===== src/rtl/hrx_pkg.sv =====
package hrx_pkg;

    // Extra bit kept on the combining adder so that a sum of two shifted
    // terms never wraps before saturation.
    localparam int HRX_SUM_GUARD = 1;

    typedef enum logic {
        HRX_SHL = 1'b0,
        HRX_SHR = 1'b1
    } hrx_dir_e;

    // Width of e^r / e^-r: the sum of a (FRAC+2)-bit signed and a
    // (FRAC+1)-bit unsigned value needs FRAC+3 signed bits.
    function automatic int hrx_exp_width(input int frac);
        return frac + 3;
    endfunction

    // Largest left shift applied is 2^(QW-1)-1 (term b at the most negative q).
    function automatic int hrx_max_left(input int qw);
        return (1 << (qw - 1)) - 1;
    endfunction

endpackage


===== src/rtl/hrx_front.sv =====
// Forms e^r and e^-r from the input pair and the two scale exponents.
module hrx_front #(
    parameter int FRAC = 8,
    parameter int QW   = 4,
    localparam int EW  = hrx_pkg::hrx_exp_width(FRAC),
    localparam int AW  = QW + 1
) (
    input  logic signed [QW-1:0]   q_val,
    input  logic signed [FRAC+1:0] sh_val,
    input  logic        [FRAC:0]   ch_val,
    output logic signed [EW-1:0]   e_pos,
    output logic signed [EW-1:0]   e_neg,
    output logic signed [AW-1:0]   amt_a,
    output logic signed [AW-1:0]   amt_b
);
    logic signed [EW-1:0] sh_ext;
    logic signed [EW-1:0] ch_ext;
    logic signed [AW-1:0] q_ext;

    always_comb begin
        sh_ext = {sh_val[FRAC+1], sh_val};
        ch_ext = {2'b00, ch_val};
        e_pos  = ch_ext + sh_ext;
        e_neg  = ch_ext - sh_ext;
        q_ext  = {q_val[QW-1], q_val};
        amt_a  = q_ext - AW'(1);
        amt_b  = -q_ext - AW'(1);
    end
endmodule


===== src/rtl/hrx_pow2_shift.sv =====
// Scales a signed value by 2^amt with a logarithmic shifter; a negative
// amount shifts right arithmetically, dropping the bits shifted out.
module hrx_pow2_shift #(
    parameter int IN_W  = 11,
    parameter int OUT_W = 19,
    parameter int AMT_W = 5
) (
    input  logic signed [IN_W-1:0]  din,
    input  logic signed [AMT_W-1:0] amt,
    output logic signed [OUT_W-1:0] dout
);
    hrx_pkg::hrx_dir_e     dir;
    logic [AMT_W-1:0]      mag;
    logic signed [OUT_W-1:0] stg [AMT_W+1];

    always_comb begin
        dir = amt[AMT_W-1] ? hrx_pkg::HRX_SHR : hrx_pkg::HRX_SHL;
        mag = amt[AMT_W-1] ? AMT_W'(-amt) : AMT_W'(amt);
    end

    assign stg[0] = {{(OUT_W-IN_W){din[IN_W-1]}}, din};

    for (genvar i = 0; i < AMT_W; i++) begin : g_stage
        localparam int STEP = 1 << i;
        logic signed [OUT_W-1:0] moved;
        always_comb begin
            if (dir == hrx_pkg::HRX_SHR) begin
                moved = stg[i] >>> STEP;
            end else begin
                moved = stg[i] <<< STEP;
            end
        end
        assign stg[i+1] = mag[i] ? moved : stg[i];
    end

    assign dout = stg[AMT_W];
endmodule


===== src/rtl/hrx_sat.sv =====
// Clamps a signed value to a narrower signed width.
module hrx_sat #(
    parameter int IN_W  = 20,
    parameter int OUT_W = 17
) (
    input  logic signed [IN_W-1:0]  din,
    output logic signed [OUT_W-1:0] dout
);
    if (IN_W > OUT_W) begin : g_clamp
        logic [IN_W-OUT_W:0] top;
        logic                fits;
        always_comb begin
            top  = din[IN_W-1:OUT_W-1];
            fits = (top == '0) || (top == '1);
            if (fits) begin
                dout = din[OUT_W-1:0];
            end else if (din[IN_W-1]) begin
                dout = {1'b1, {(OUT_W-1){1'b0}}};
            end else begin
                dout = {1'b0, {(OUT_W-1){1'b1}}};
            end
        end
    end else begin : g_widen
        assign dout = OUT_W'(din);
    end
endmodule


===== src/rtl/hrx_combiner.sv =====
module hrx_combiner #(
    parameter int FRAC    = 8,
    parameter int QW      = 4,
    parameter int OUT_INT = 9
) (
    input  logic                            clk,
    input  logic                            rst,
    input  logic                            in_valid,
    input  logic signed [QW-1:0]            q_in,
    input  logic signed [FRAC+1:0]          sh_in,
    input  logic        [FRAC:0]            ch_in,
    output logic                            out_valid,
    output logic signed [OUT_INT+FRAC-1:0]  sinh_out,
    output logic signed [OUT_INT+FRAC-1:0]  cosh_out
);
    localparam int EW = hrx_pkg::hrx_exp_width(FRAC);
    localparam int AW = QW + 1;
    localparam int SW = EW + hrx_pkg::hrx_max_left(QW) + 1;
    localparam int W  = SW + hrx_pkg::HRX_SUM_GUARD;
    localparam int OW = OUT_INT + FRAC;

    typedef struct packed {
        logic                 vld;
        logic signed [EW-1:0] e_pos;
        logic signed [EW-1:0] e_neg;
        logic signed [AW-1:0] amt_a;
        logic signed [AW-1:0] amt_b;
    } s1_t;

    typedef struct packed {
        logic                 vld;
        logic signed [OW-1:0] sh;
        logic signed [OW-1:0] ch;
    } s2_t;

    s1_t s1_d, s1_q;
    s2_t s2_d, s2_q;

    logic signed [EW-1:0] f_pos, f_neg;
    logic signed [AW-1:0] f_amt_a, f_amt_b;
    logic signed [SW-1:0] term_a, term_b;
    logic signed [W-1:0]  diff_w, sum_w;
    logic signed [OW-1:0] sat_sh, sat_ch;

    hrx_front #(.FRAC(FRAC), .QW(QW)) u_front (
        .q_val (q_in),
        .sh_val(sh_in),
        .ch_val(ch_in),
        .e_pos (f_pos),
        .e_neg (f_neg),
        .amt_a (f_amt_a),
        .amt_b (f_amt_b)
    );

    hrx_pow2_shift #(.IN_W(EW), .OUT_W(SW), .AMT_W(AW)) u_shift_a (
        .din (s1_q.e_pos),
        .amt (s1_q.amt_a),
        .dout(term_a)
    );

    hrx_pow2_shift #(.IN_W(EW), .OUT_W(SW), .AMT_W(AW)) u_shift_b (
        .din (s1_q.e_neg),
        .amt (s1_q.amt_b),
        .dout(term_b)
    );

    always_comb begin
        diff_w = W'(term_a) - W'(term_b);
        sum_w  = W'(term_a) + W'(term_b);
    end

    hrx_sat #(.IN_W(W), .OUT_W(OW)) u_sat_sh (
        .din (diff_w),
        .dout(sat_sh)
    );

    hrx_sat #(.IN_W(W), .OUT_W(OW)) u_sat_ch (
        .din (sum_w),
        .dout(sat_ch)
    );

    always_comb begin
        s1_d     = s1_q;
        s1_d.vld = in_valid;
        if (in_valid) begin
            s1_d.e_pos = f_pos;
            s1_d.e_neg = f_neg;
            s1_d.amt_a = f_amt_a;
            s1_d.amt_b = f_amt_b;
        end

        s2_d     = s2_q;
        s2_d.vld = s1_q.vld;
        if (s1_q.vld) begin
            s2_d.sh = sat_sh;
            s2_d.ch = sat_ch;
        end
    end

    always_ff @(posedge clk) begin
        if (rst) begin
            s1_q <= '0;
            s2_q <= '0;
        end else begin
            s1_q <= s1_d;
            s2_q <= s2_d;
        end
    end

    assign out_valid = s2_q.vld;
    assign sinh_out  = s2_q.sh;
    assign cosh_out  = s2_q.ch;
endmodule


===== config.mk =====
export PLATFORM = sky130hd
export DESIGN_NAME = hrx_combiner
export DESIGN_NICKNAME = d
export VERILOG_FILES = /design/src/rtl/hrx_pkg.sv /design/src/rtl/hrx_front.sv /design/src/rtl/hrx_pow2_shift.sv /design/src/rtl/hrx_sat.sv /design/src/rtl/hrx_combiner.sv
export SDC_FILE = /design/constraint.sdc
export NUM_CORES = 1
export LEC_CHECK = 0
export ABC_AREA = 1
export BUFFER_PORTS_ARGS = -buffer_cell sky130_fd_sc_hd__buf_2
export CAP_MARGIN = 40
export CORE_AREA = 3 3 122 124
export CTS_BUF_LIST = sky130_fd_sc_hd__clkbuf_4 sky130_fd_sc_hd__clkbuf_8
export CTS_CLUSTER_SIZE = 14
export DETAILED_ROUTE_END_ITERATION = 10
export DIE_AREA = 0 0 125 127
export GPL_TIMING_DRIVEN = 1
export PLACE_DENSITY = 0.73
export SLEW_MARGIN = 20
export SYNTH_ARGS = -nofsm -noshare
export SYNTH_HDL_FRONTEND = slang
export SYNTH_SLANG_ARGS = --single-unit

===== constraint.sdc =====
create_clock -name clk -period 10.9 [get_ports clk]
set_input_delay 1.635 -clock clk [delete_from_list [all_inputs] [get_ports clk]]
set_output_delay 1.635 -clock clk [all_outputs]
set_load 0.02 [all_outputs]

==> results of run 1 <==
==> worst min path at each step <==
stage	start	endpoint	slack [ns]	cells after the start
2_1_floorplan	s1_q[29]$_SDFFE_PP0P_	s1_q[29]$_SDFFE_PP0P_	0.45	2
3_3_place_gp	s1_q[29]$_SDFFE_PP0P_	s1_q[29]$_SDFFE_PP0P_	0.46	2
3_5_place_dp	sinh_out[16]$_SDFFE_PP0P_	sinh_out[16]$_SDFFE_PP0P_	0.47	2
4_1_cts	s1_q[29]$_SDFFE_PP0P_	s1_q[29]$_SDFFE_PP0P_	0.48	2
5_1_grt	cosh_out[11]$_SDFFE_PP0P_	cosh_out[11]$_SDFFE_PP0P_	0.53	2
6_report	sinh_out[16]$_SDFFE_PP0P_	sinh_out[16]$_SDFFE_PP0P_	0.49	2
==> worst max-delay path: stages, from the launching register on <==
cell	delay, ns
dfxtp_1	0.69
nor2_1	0.32
nor2_1	0.62
nor2_1	0.12
inv_1	0.13
nand3_1	0.16
nand2_1	0.10
nand3_1	0.14
a21o_1	0.20
o21ai_1	0.21
inv_1	0.07
ha_1	0.24
fa_1	0.47
nand3_1	0.12
nand3_1	0.14
nand3_1	0.10
nand2_1	0.10
nand2_1	0.10
nand3_1	0.07
nand2_1	0.14
nand2_1	0.08
o21bai_2	0.15
nand2_4	0.14
nor2_1	0.14
nor2_1	0.04
==> final cells by class <==
class	instances	area [µm²]
clock buffer	10	138
clock inverter	6	66.3
fill	1414	5790
inverter	195	732
multi-input combinational	976	5300
sequential	65	1300
tap	180	225
timing repair buffer	63	330
==> cells by family (layout without fill, tap and decap cells) <==
| family | after synthesis | after routing |
|---|---|---|
| adder cells (fa/ha/maj) | 63 | 63 |
| buffers and inverters | 246 | 274 |
| XOR/XNOR | 40 | 40 |
| multiplexers | 1 | 1 |
| AND/OR/NAND/NOR | 594 | 594 |
| flip-flops | 65 | 65 |
| AO/OA/AOI/OAI | 278 | 278 |
==> state kept, by name (all words and copies together), names as in the netlist <==
register   cells
cosh_out      17
out_valid      1
s1_q          30
sinh_out      17
==> Yosys cell counts, drive strengths merged, types with 6 or more instances <==
cell,number
nand2,319
nor2,198
inv,195
o21ai,113
a21oi,92
dfxtp,65
ha,59
nand3,55
xor2,35
buf,27
clkbuf,22
o221ai,18
o211ai,11
a31oi,10
nand4,10
o21bai,8
a21o,6
==> routing by layer <==
metal	GRT usage	share of wire	wire (µm)
met3	0.0351	0.048	1010
met2	0.466	0.48	9940
met4	0.147	0.056	1170
met5	0	0	0
met1	0.309	0.42	8730
==> per-stage QoR <==
step / util / instances / hold WS (ns)
floorplan: - / 1287 / 0.445
global placement: 0.567 / 1478 / 0.458
detailed placement: 0.568 / 1479 / 0.467
CTS: 0.583 / 1495 / 0.477
global route: 0.583 / 1495 / 0.530
finish: 0.583 / 1495 / 0.485
==> report_power, final <==
part	internal [mW]	switching, mW	total (mW)	leakage (nW)
clock	0.112	0.101	0.213	0.0949
combinational	0.252	0.549	0.801	3.68
sequential	0.262	0.0163	0.278	0.538
==> metrics.md, run 1 <==
| Metric | Value |
|---|---|
| Synth Area in XOR/XNOR | `0.0468` |
| Mean post-synth cell area | `around 5.9 µm²` |
| Bufs on Longest Clock Path | `2` |
| CTS tree | `done` |
| Area grow syn2layout | `5.81%` |
| Worst r2r src | `s1_q[9]$_SDFFE_PP0P_` |
| Type of origin of the critical path | `register` |
| Worst Tran Pin Value | `0.759 ns` |
| Predominant post-synthesis flop cell | `dfxtp_1` |
| Maximum clock frequency | `between 0.2 and 0.25 GHz` |
| Synth Area in Simple Gates | `0.327` |
| Diodes inserted | `0` |
| Final #Nets | `roughly 1,400` |
| DIE HEIGHT | `around 130 µm` |
| Crit end category | `register` |
| Initial antenna violation count | `0` |
| Count of final setup violators | `0` |
| Area of the core | `13,900 µm²` |
| R2R cell count | `24` |
| Post-CTS Repair Setup Buffers | `0` |
| DP HPWL | `17.1 mm` |
| Detail Route Antenna Nets | `0` |
| Worst EP arrival | `slightly above 5 ns` |
| Clk slew on worst S/H paths | `0.07 ns` |
| Grt total ovfl | `0` |
| Die ar. | `~16,000 µm²` |
| Most common cell after layout, fill and taps aside | `nand2_1` |
| Worst setup path end | `cosh_out[7]$_SDFFE_PP0P_` |
| Post-DP Area | `approximately 8000 µm²` |
| Hold_buf cts | `0` |
| Final Skew | `0.0124 ns` |
| Seq cells post-synth | `65` |
| Crit path kind | `reg -> reg` |
| Post-synth cell types | `50` |
| Number of global-route vias before repair | `about 7,600` |
| P_leak | `about 4.3 nW` |
| DR iter-0 viols | `664` |
| FF-to-FF End | `cosh_out[7]$_SDFFE_PP0P_` |
| Syn Std Cell Area | `7640 µm²` |
| Largest net degree at the start of global routing | `34` |
| Post-Synth Adder-Cell Area | `0.107` |
| Slew Viols, Final | `0` |
| Reg-to-reg slack, setup | `between 5 and 6 ns` |
| DRC Markers | `0` |
| Root buf cell | `clkbuf_8` |
| Setup_tns | `0 ns` |
| Io pins | `slightly above 60` |
| WL/cell | `around 14 µm` |
| Compound-Gate Fraction of Synth Area | `0.211` |
| Max rail drop VDD | `0.0000937 V` |
| Final Cycle Share | `0.450` |
| Rows | `43` |
| Fin area | `a little over 8000 µm²` |
| Post-synthesis mux area share | `0.00131` |
| Net Count, Synth | `1,376` |
| Die width | `approximately 130 µm` |
| Post-synth top area share | `0.170` |
| Post-synth EDFFs | `0` |
| Slew headroom | `0.493` |
| Max_cap viols | `0` |
| Crit Path Max Fanout | `16` |
| Initial Util | `0.551` |
| Most frequent cells in the layout | `308 x nand2_1, 183 x inv_1, 179 x nor2_1` |
| Drt pass-1 iters | `6` |
| WP data required | `approximately 11 ns` |
| Vias | `roughly 8,100` |
| Largest family of logic cells by synthesized area | `simple AND/OR/NAND/NOR gates` |
| Final Hold Viols | `0` |
| CTS-repair resized insts | `0` |
| Unrepaired setup endpoints after global routing | `false` |
| CTS H-tree depth | `3` |
| Port Buf Inserts | `60` |
| Crit path from | `s1_q[9]$_SDFFE_PP0P_` |
| Hold Path Class | `reg -> reg` |
| Top area cells in the synthesized netlist | `dfxtp_1 17%, nand2_1 15%, ha_1 9.7%` |
| Gpl congestion | `approximately 1.0` |
| Synth Instances | `roughly 1,300` |
| PD cells | `160 nW/µm²` |
| DR vias/cell | `about 5.4` |
| GRT Util Overall | `0.264` |
| Sequential area share after synthesis | `0.170` |
| Final wirelength | `approximately 21 mm` |
| Worst-skew pair later-pin latency | `between 0.3 and 0.4 ns` |
| Minimum clock period | `roughly 4.9 ns` |
| Run status | `complete, no violations` |
| Total Power | `roughly 1.3 mW` |
| Post-place setup slack | `6.07 ns` |
| Wire length of the first global-routing pass | `35.0 mm` |
| Area leader, netlist | `dfxtp_1` |
| Num CTS Buffers | `9` |
| Synth async-reset ratio | `0` |
| Final worst slack | `5.99 ns` |
| CTS Sinks | `65` |
| Warnings, synthesis | `0` |
| Share of layout cells above drive strength 1 | `0.101` |
Power figures use the tool's default switching activity.
==> run 2: changes to the inputs <==
==> constraint.sdc (replaced) <==
create_clock -name clk -period 4.8 [get_ports clk]
set_input_delay 0.72 -clock clk [delete_from_list [all_inputs] [get_ports clk]]
set_output_delay 0.72 -clock clk [all_outputs]
set_load 0.02 [all_outputs]
==> run 2 against run 1 <==
Against the previous run:
- design area rose by 0.91%
- sequential cell count did not move
- combinational power rose by 130%
- non-clock buffer count rose by 11
- register-to-register slack got worse by 5.6 ns
- worst hold slack got worse by 0.012 ns
- sequential share of layout area fell by 0.11 points
- sequential power rose by 130%
- maximum frequency rose by 12%
- critical endpoint unchanged
- largest cell class unchanged
==> metrics.md, run 2 (synthesis gave the netlist of run 1 again) <==
| Metric | Value |
|---|---|
| CP max-delay cell | `fa_1 (was dfxtp_1)` |
| Port Buf Inserts | `60 (unchanged)` |
| Final Cycle Share | `0.911 (was 0.450)` |
| CTS-repair resized insts | `0 (unchanged)` |
| Root buf cell | `clkbuf_8 (unchanged)` |
| Crit path from | `s1_q[6]$_SDFFE_PP0P_ (was s1_q[9]$_SDFFE_PP0P_)` |
| Vias | `8,080 (was 8,137)` |
| Worst Tran Pin Value | `0.815 ns (was 0.759 ns)` |
| Non-Filler Instances | `1,505 (was 1,495)` |
| Crit Path Max Fanout | `16 (unchanged)` |
| Post-CTS Repair Setup Buffers | `0 (unchanged)` |
| CP bufs+invs | `4 (was 2)` |
| Clk slew on worst S/H paths | `0.08 ns (was 0.07 ns)` |
| Rows | `43 (unchanged)` |
| Diodes inserted | `0 (unchanged)` |
| DR iter-0 viols | `686 (was 664)` |
| WL/cell | `14.1 µm (was 13.9 µm)` |
| Final worst slack | `0.427 ns (was 5.99 ns)` |
| Worst EP arrival | `4.64 ns (was 5.17 ns)` |
| Number of global-route vias before repair | `7,285 (was 7,613)` |
| Maximum clock frequency | `0.229 GHz (was 0.204 GHz)` |
| Drt pass-1 iters | `6 (unchanged)` |
| WP data required | `5.06 ns (was 11.17 ns)` |
| Gpl congestion | `1.03 (was 0.995)` |
| Final Skew | `0.0131 ns (was 0.0124 ns)` |
| Wire length of the first global-routing pass | `34.7 mm (was 35.0 mm)` |
| Num CTS Buffers | `9 (unchanged)` |
| Worst-skew pair later-pin latency | `0.37 ns (about the same)` |
| DP HPWL | `17.3 mm (was 17.1 mm)` |
| Post-DP Area | `7960 µm² (was 7880 µm²)` |
| Cell mode on critical path | `nand2_1 (was nand3_1)` |
| Area of the core | `13,900 µm² (unchanged)` |
| Crit end category | `register (unchanged)` |
| Dpl cells | `1,490 (was 1,479)` |
| Worst setup path end | `cosh_out[7]$_SDFFE_PP0P_ (unchanged)` |
| Area grow syn2layout | `6.78% (was 5.81%)` |
| Largest net degree at the start of global routing | `46 (was 34)` |
| Unrepaired setup endpoints after global routing | `false (unchanged)` |
| FF-to-FF End | `cosh_out[7]$_SDFFE_PP0P_ (unchanged)` |
| Max rail drop VDD | `0.000187 V (was 0.0000937 V)` |
| Bufs on Longest Clock Path | `2 (unchanged)` |
| Worst r2r src | `s1_q[6]$_SDFFE_PP0P_ (was s1_q[9]$_SDFFE_PP0P_)` |
| Most common cell after layout, fill and taps aside | `nand2_1 (unchanged)` |
| Io pins | `61 (unchanged)` |
| Crit path kind | `reg -> reg (unchanged)` |
| DR vias/cell | `5.37 (was 5.44)` |
| Slew Viols, Final | `0 (unchanged)` |
| Post-place setup slack | `0.361 ns (was 6.07 ns)` |
| CTS Sinks | `65 (unchanged)` |
| Worst hold margin | `0.473 ns (was 0.485 ns)` |
| Fin area | `8160 µm² (was 8090 µm²)` |
| Fill cell count | `1,463 (was 1,414)` |
| Critical path's top delay family | `simple AND/OR/NAND/NOR gates (unchanged)` |
| Final #Nets | `1,410 (was 1,399)` |
| CTS tree | `done (unchanged)` |
| Minimum clock period | `4.37 ns (was 4.91 ns)` |
| Initial antenna violation count | `0 (unchanged)` |
| Hold Path Class | `reg -> reg (unchanged)` |
| PD cells | `360 nW/µm² (was 160 nW/µm²)` |
| Max reg flops | `30 (unchanged)` |
| Die width | `125 µm (unchanged)` |
| DRC Markers | `0 (unchanged)` |
| Hold_buf cts | `0 (unchanged)` |
| Type of origin of the critical path | `register (unchanged)` |
| Max_cap viols | `0 (unchanged)` |
| Count of final setup violators | `0 (unchanged)` |
| R2R cell count | `27 (was 24)` |
| Final Hold Viols | `0 (unchanged)` |
| Slew headroom | `0.456 (was 0.493)` |
| DIE HEIGHT | `127 µm (unchanged)` |
| Worst path max stage delay | `0.47 ns (was 0.69 ns)` |
| Share of layout cells above drive strength 1 | `0.111 (was 0.101)` |
| GRT Util Overall | `0.263 (was 0.264)` |
| Levels on crit path | `27 (was 24)` |
| Grt total ovfl | `0 (unchanged)` |
| Initial Util | `0.551 (unchanged)` |
| Biggest register | `s1_q (unchanged)` |
| Die ar. | `15,900 µm² (unchanged)` |
| Most frequent cells in the layout | `308 x nand2_1, 182 x inv_1, 178 x nor2_1 (was 308 x nand2_1, 183 x inv_1, 179 x nor2_1)` |
| Final wirelength | `21.2 mm (was 20.8 mm)` |
| Reg-to-reg slack, setup | `0.43 ns (was 5.99 ns)` |
| Detail Route Antenna Nets | `0 (unchanged)` |
| Setup_tns | `0 ns (unchanged)` |
| CTS H-tree depth | `3 (unchanged)` |
| P_leak | `4.35 nW (was 4.31 nW)` |
| Run status | `complete, no violations (unchanged)` |
-- run 2: cell type report --
cell class	instances	area (µm²)	area share
multi-input combinational	976	5300	0.650
sequential	65	1300	0.160
inverter	195	732	0.0897
timing repair buffer	74	405	0.0497
tap	180	225	0.0276
clock buffer	9	124	0.0152
clock inverter	6	68.8	0.00843
-- run 2: through the flow --
| stage | utilization | total power [mW] |
|---|---|---|
| after floorplan | - | 2.07 |
| after global placement | 0.573 | 2.44 |
| after detailed placement | 0.573 | 2.45 |
| after CTS | 0.587 | 2.93 |
| after global routing | 0.588 | 3.18 |
| final | 0.588 | 2.94 |
-- run 2: worst min-delay path by stage --
stage | from | end | cells past startpoint
finish | s1_q[29]$_SDFFE_PP0P_ | s1_q[29]$_SDFFE_PP0P_ | 2
global route | s1_q[29]$_SDFFE_PP0P_ | s1_q[29]$_SDFFE_PP0P_ | 2
CTS | s1_q[29]$_SDFFE_PP0P_ | s1_q[29]$_SDFFE_PP0P_ | 2
detailed placement | s1_q[29]$_SDFFE_PP0P_ | s1_q[29]$_SDFFE_PP0P_ | 2
global placement | s1_q[29]$_SDFFE_PP0P_ | s1_q[29]$_SDFFE_PP0P_ | 2
floorplan | s1_q[29]$_SDFFE_PP0P_ | s1_q[29]$_SDFFE_PP0P_ | 2
-- run 2: routing by layer --
layer | global-route usage | part of all wire | up-vias
li1 | - | - | 4201
met1 | 0.321 | 0.43 | 3575
met2 | 0.466 | 0.49 | 255
met3 | 0.0376 | 0.050 | 49
met4 | 0.110 | 0.037 | 0
met5 | 0 | 0 | -
-- run 2: worst register-to-register path: cells and delay by family, from the launching register on --
kind | cells | cell delay, ns
AO/OA/AOI/OAI | 3 | 0.60
flip-flops | 1 | 0.41
buffers and inverters | 4 | 0.50
adder cells (fa/ha/maj) | 3 | 1.00
AND/OR/NAND/NOR | 17 | 1.74
-- run 2: report_power, final --
part | total (mW) | switching, mW | leakage (nW) | internal [mW]
combinational | 1.83 | 1.25 | 3.73 | 0.588
clock | 0.473 | 0.235 | 0.0840 | 0.238
sequential | 0.631 | 0.0360 | 0.539 | 0.595
total | 2.94 | 1.52 | 4.35 | 1.42
